===== src/rtl/dacif_pkg.sv =====
package dacif_pkg;
  localparam int FRAME_BITS = 24;
  localparam int CMD_BITS   = 4;
  localparam int DATA_BITS  = 16;

  typedef enum logic [CMD_BITS-1:0] {
    CMD_WRITE        = 4'b0000,
    CMD_UPDATE       = 4'b0001,
    CMD_WRITE_UPDATE = 4'b0011,
    CMD_POWER_DOWN   = 4'b0100,
    CMD_NOP          = 4'b1111
  } cmd_e;

  typedef struct packed {
    logic shiftEn;
    logic sdoEn;
    logic loadInput;
    logic updateDac;
    logic setPd;
    logic clearPd;
  } strobe_t;
endpackage


===== src/rtl/dacif_ctrl.sv =====
module dacif_ctrl
  import dacif_pkg::*;
(
  input  logic                clk,
  input  logic                rstN,
  input  logic                sck,
  input  logic                csLdN,
  input  logic                ldacN,
  input  logic [CMD_BITS-1:0] cmdField,
  output strobe_t             stb
);
  logic sckPrev, csPrev;
  logic csRise;

  always_ff @(posedge clk) begin
    if (!rstN) begin
      sckPrev <= 1'b0;
      csPrev  <= 1'b1;
    end else begin
      sckPrev <= sck;
      csPrev  <= csLdN;
    end
  end

  always_comb begin
    stb        = '0;
    csRise     = csLdN & ~csPrev;
    stb.shiftEn = ~csLdN & sck & ~sckPrev;
    stb.sdoEn   = ~csLdN & ~sck & sckPrev;
    if (csRise) begin
      case (cmd_e'(cmdField))
        CMD_WRITE:        stb.loadInput = 1'b1;
        CMD_UPDATE:       stb.updateDac = 1'b1;
        CMD_WRITE_UPDATE: begin
          stb.loadInput = 1'b1;
          stb.updateDac = 1'b1;
        end
        CMD_POWER_DOWN:   stb.setPd = 1'b1;
        default:          ;
      endcase
      if (!ldacN) begin
        stb.updateDac = 1'b1;
        stb.setPd     = 1'b0;
      end
    end else if (csLdN && !ldacN) begin
      stb.updateDac = 1'b1;
    end
    if (!csLdN && !ldacN) stb.clearPd = 1'b1;
  end
endmodule


===== src/rtl/dacif_datapath.sv =====
module dacif_datapath
  import dacif_pkg::*;
#(
  parameter int RES = 12
) (
  input  logic                clk,
  input  logic                rstN,
  input  logic                sdi,
  input  strobe_t             stb,
  output logic [CMD_BITS-1:0] cmdField,
  output logic [RES-1:0]      dacCode,
  output logic                powerDown,
  output logic                sdo
);
  localparam int CODE_TOP = DATA_BITS - 1;

  logic [FRAME_BITS-1:0] shReg;
  logic [RES-1:0]        inputReg;
  logic [RES-1:0]        newCode;
  logic [RES-1:0]        nextInput;

  assign cmdField  = shReg[FRAME_BITS-1 -: CMD_BITS];
  assign newCode   = shReg[CODE_TOP -: RES];
  assign nextInput = stb.loadInput ? newCode : inputReg;

  always_ff @(posedge clk) begin
    if (!rstN) begin
      shReg     <= '0;
      sdo       <= 1'b0;
      inputReg  <= '0;
      dacCode   <= '0;
      powerDown <= 1'b0;
    end else begin
      if (stb.shiftEn) shReg <= {shReg[FRAME_BITS-2:0], sdi};
      if (stb.sdoEn)   sdo   <= shReg[FRAME_BITS-1];
      inputReg <= nextInput;
      if (stb.updateDac) dacCode <= nextInput;
      if (stb.setPd)
        powerDown <= 1'b1;
      else if (stb.updateDac || stb.clearPd)
        powerDown <= 1'b0;
    end
  end
endmodule


===== src/rtl/serial_dac_if.sv =====
module serial_dac_if
  import dacif_pkg::*;
#(
  parameter int RES = 12
) (
  input  logic           clk,
  input  logic           rstN,
  input  logic           sck,
  input  logic           csLdN,
  input  logic           sdi,
  input  logic           ldacN,
  output logic [RES-1:0] dacCode,
  output logic           powerDown,
  output logic           sdo
);
  strobe_t             stb;
  logic [CMD_BITS-1:0] cmdField;

  dacif_ctrl u_ctrl (
    .clk      (clk),
    .rstN     (rstN),
    .sck      (sck),
    .csLdN    (csLdN),
    .ldacN    (ldacN),
    .cmdField (cmdField),
    .stb      (stb)
  );

  dacif_datapath #(.RES(RES)) u_dp (
    .clk       (clk),
    .rstN      (rstN),
    .sdi       (sdi),
    .stb       (stb),
    .cmdField  (cmdField),
    .dacCode   (dacCode),
    .powerDown (powerDown),
    .sdo       (sdo)
  );
endmodule


===== config.mk =====
export PLATFORM = sky130hd
export DESIGN_NAME = serial_dac_if
export DESIGN_NICKNAME = d
export VERILOG_FILES = /design/src/rtl/dacif_pkg.sv /design/src/rtl/dacif_ctrl.sv /design/src/rtl/dacif_datapath.sv /design/src/rtl/serial_dac_if.sv
export SDC_FILE = /design/constraint.sdc
export NUM_CORES = 1
export LEC_CHECK = 0
export ABC_AREA = 1
export BUFFER_PORTS_ARGS = -buffer_cell sky130_fd_sc_hd__buf_2
export CAP_MARGIN = 20
export CORE_ASPECT_RATIO = 1.4
export CORE_UTILIZATION = 57
export DETAILED_ROUTE_END_ITERATION = 8
export PLACE_DENSITY = 0.77
export SLEW_MARGIN = 40
export SYNTH_ARGS = -nofsm -noshare
export SYNTH_HDL_FRONTEND = slang
export SYNTH_SLANG_ARGS = --single-unit
export TNS_END_PERCENT = 30

===== constraint.sdc =====
create_clock -name clk -period 2.1 [get_ports clk]
set_input_delay 0.105 -clock clk [delete_from_list [all_inputs] [get_ports clk]]
set_output_delay 0.105 -clock clk [all_outputs]
set_load 0.03 [all_outputs]

==> impl_metrics.json <==
{
  "yosys_warnings": 0,
  "syn_area_mm2": 0.002126,
  "syn_nets": 294,
  "worstSetupPathType": "reg -> reg",
  "critPathArrivalTime_ps": 1690,
  "fin_worst_skew_ps": 4.698,
  "finalHoldViolCount": 0,
  "cts.clk_slew.worst_paths_ps": 80,
  "r2r_start": "u_dp.shReg[23]",
  "num_vias": 1667,
  "clock_tree.buffer_depth": 2,
  "power_frac_comb_pct": 11.1,
  "cp_top_family": "simple AND/OR/NAND/NOR gates",
  "dp_hpwl_mm": 2.374,
  "routed_wl_mm": 3.413,
  "gp_congestion": 0.8204,
  "synth_cell_types": 20,
  "worstRegToRegCells": 8,
  "cp_slowest_stage_delay_ps": 330,
  "avgSynthCellArea_um2": 7.381,
  "htree_num_levels": 2,
  "finalNonFillerCells": 340,
  "synth_cells": 288,
  "swShare_pct": 25.04,
  "setup_viol": 0,
  "rsz0062_at_grt": "no",
  "final.min_clock_period_ps": 1480,
  "setup.worst_path.start": "u_dp.shReg[23]",
  "fp.dieH_um": 74.26,
  "powerDensity_mw_per_mm2": 817.6,
  "crit_chain": "inv_2 -> nand2_1 -> nor2_4 -> nand2_1 -> nand2_1 -> nand3_1 -> nand2_1 -> inv_1",
  "drv_slew": 0,
  "cts_resized": 0,
  "slew_headroom_pct": 69.97,
  "setup_tns_ps": 0,
  "cts_num_sinks": 52,
  "clk_latency_ps": 300,
  "critPathMaxFanout": 13,
  "cp-start-kind": "register",
  "cpMostUsedCell": "nand2_1",
  "ctsHoldBuffers": 0,
  "cts_buffers": 5,
  "diodes": 0,
  "rows": 25,
  "fin_nets": 306,
  "power.total_uw": 1862,
  "dieArea_mm2": 0.003981,
  "io_pins": 20,
  "cp.required_ps": 2310,
  "antenna_found_initial": 0,
  "synth-seq-cells": 52,
  "grt_pass1_vias": 1371,
  "dp_slack_ps": 625.2,
  "post_cts_buffers": 0,
  "switching_power_uw": 466.2,
  "seq_power_share_pct": 57.1,
  "max_freq_mhz": 675.5,
  "maxCapViolCount": 0,
  "first_pass_iters": 6,
  "ys_seq_area_share_pct": 48.97,
  "clkPwrFrac_pct": 31.8,
  "drc": 0,
  "hold_ws_ps": 8.945,
  "slowest_stage": "dfxtp_1",
  "peakVddDrop_uv": 581.1,
  "fin_ws_ps": 619.5,
  "syn2layout_area_growth_pct": 7.122,
  "layout-drive-gt1-share_pct": 12.67,
  "min-delay-start": "sck",
  "dr.first_iter.drc_count": 47,
  "postRouteAntennaNets": 0,
  "portBuffers": 19,
  "start_util_pct": 61.23,
  "grt_max_degree": 49,
  "critPathBufInv": 2,
  "hold_depth": 3,
  "p_leak_uw": 0.001100,
  "cp.depth": 8,
  "cts_root_buf": "clkbuf_8",
  "status": "finished, final reports clean",
  "grt.total_usage_pct": 19.82,
  "grt_pass1_wl_mm": 5.747,
  "dpl.cell_count": 333,
  "end_kind": "register",
  "p_int_uw": 1396,
  "worst_pin_slew_ps": 450.4,
  "fin_crit_sh_pct": 70.50,
  "die_x_um": 53.61,
  "vias_per_cell": 4.903,
  "cts_tree": "yes",
  "wl_per_cell_um": 10.04,
  "overflow": 0,
  "hp-class": "in -> reg",
  "core-area_mm2": 0.003472
}
[tightest hold or removal path: stages]
cell     delay (ps)
buf_2            90
nand2_1          40
inv_1            40
[layer usage]
metal	global-route usage, %	vias to the layer above	part of all wire, %
met5	0	-	0
li1	-	913	-
met4	8.480	0	2.0
met2	32.50	30	47
met1	23.47	716	48
met3	6.135	8	3.2
[kinds of logic after synthesis]
family	Yosys count	synth area share, %
flip-flops	52	48.97
AND/OR/NAND/NOR	92	19.78
buffers and inverters	81	16.42
AO/OA/AOI/OAI	63	14.83
[flip-flops by register name (all words and copies together), names as in the netlist]
| name | count |
|---|---|
| u_dp.powerDown | 1 |
| u_dp.inputReg | 12 |
| u_ctrl.sckPrev | 1 |
| u_dp.shReg | 24 |
| u_ctrl.csPrev | 1 |
| u_dp.sdo | 1 |
| u_dp.dacCode | 12 |
[placed cells by master, fill, tap and decap left out, types with 4 or more instances in the layout]
| cell | netlist | routed |
|---|---|---|
| inv_1 | 58 | 58 |
| dfxtp_1 | 52 | 52 |
| nand2_1 | 45 | 45 |
| a21oi_1 | 38 | 38 |
| nand3_1 | 37 | 37 |
| o21ai_0 | 25 | 25 |
| buf_2 | 5 | 19 |
| clkbuf_8 | 0 | 7 |
| inv_2 | 4 | 4 |
[cells in the mapped netlist]
library cell  count  area [um2]
inv_1            58       217.7
dfxtp_1          52        1041
nand2_1          45       168.9
a21oi_1          38       190.2
nand3_1          37       185.2
o21ai_0          25       125.1
buf_2             5       25.02
buf_6             4       45.04
clkbuf_1          4       15.01
inv_2             4       15.01
clkinv_1          3       11.26
nand2_2           3       18.77
nor2_1            2       7.510
nor3_1            2       10.01
buf_4             1       7.510
clkbuf_2          1       5.000
clkbuf_4          1       7.510
nand3_2           1       10.01
nor2_4            1       11.26
or2_4             1       8.760
[power by group through the flow]
stage,sequential (uW),combinational (uW),clock (uW)
6_report,1060,207,592
5_1_grt,1070,238,647
2_1_floorplan,1110,146,0
3_3_place_gp,1080,206,0
3_5_place_dp,1090,209,0
4_1_cts,1060,210,611
[final timing paths]
check                          to  slack [ps]
setup / recovery  u_dp.dacCode[0]         620
hold reg to reg     u_dp.shReg[1]         440
hold / removal     u_ctrl.sckPrev           9
setup reg to reg  u_dp.dacCode[0]         620
[per-stage QoR]
| step | instance area, um2 | util [%] |
|---|---|---|
| detailed placement | 2181 | 62.81 |
| CTS | 2277 | 65.59 |
| global route | 2277 | 65.59 |
| floorplan | 2126 | - |
| finish | 2277 | 65.59 |
| global placement | 2181 | 62.81 |
[cell type report]
class                           instances  area, um2
Clock buffer                            7      96.34
Inverter                               65      244.0
Multi-Input combinational cell        155      735.7
Timing Repair Buffer                   21      110.1
Tap cell                               40      50.05
Sequential cell                        52       1041
Fill cell                             332       1195
Note: power is estimated with default switching activity, not from simulation.
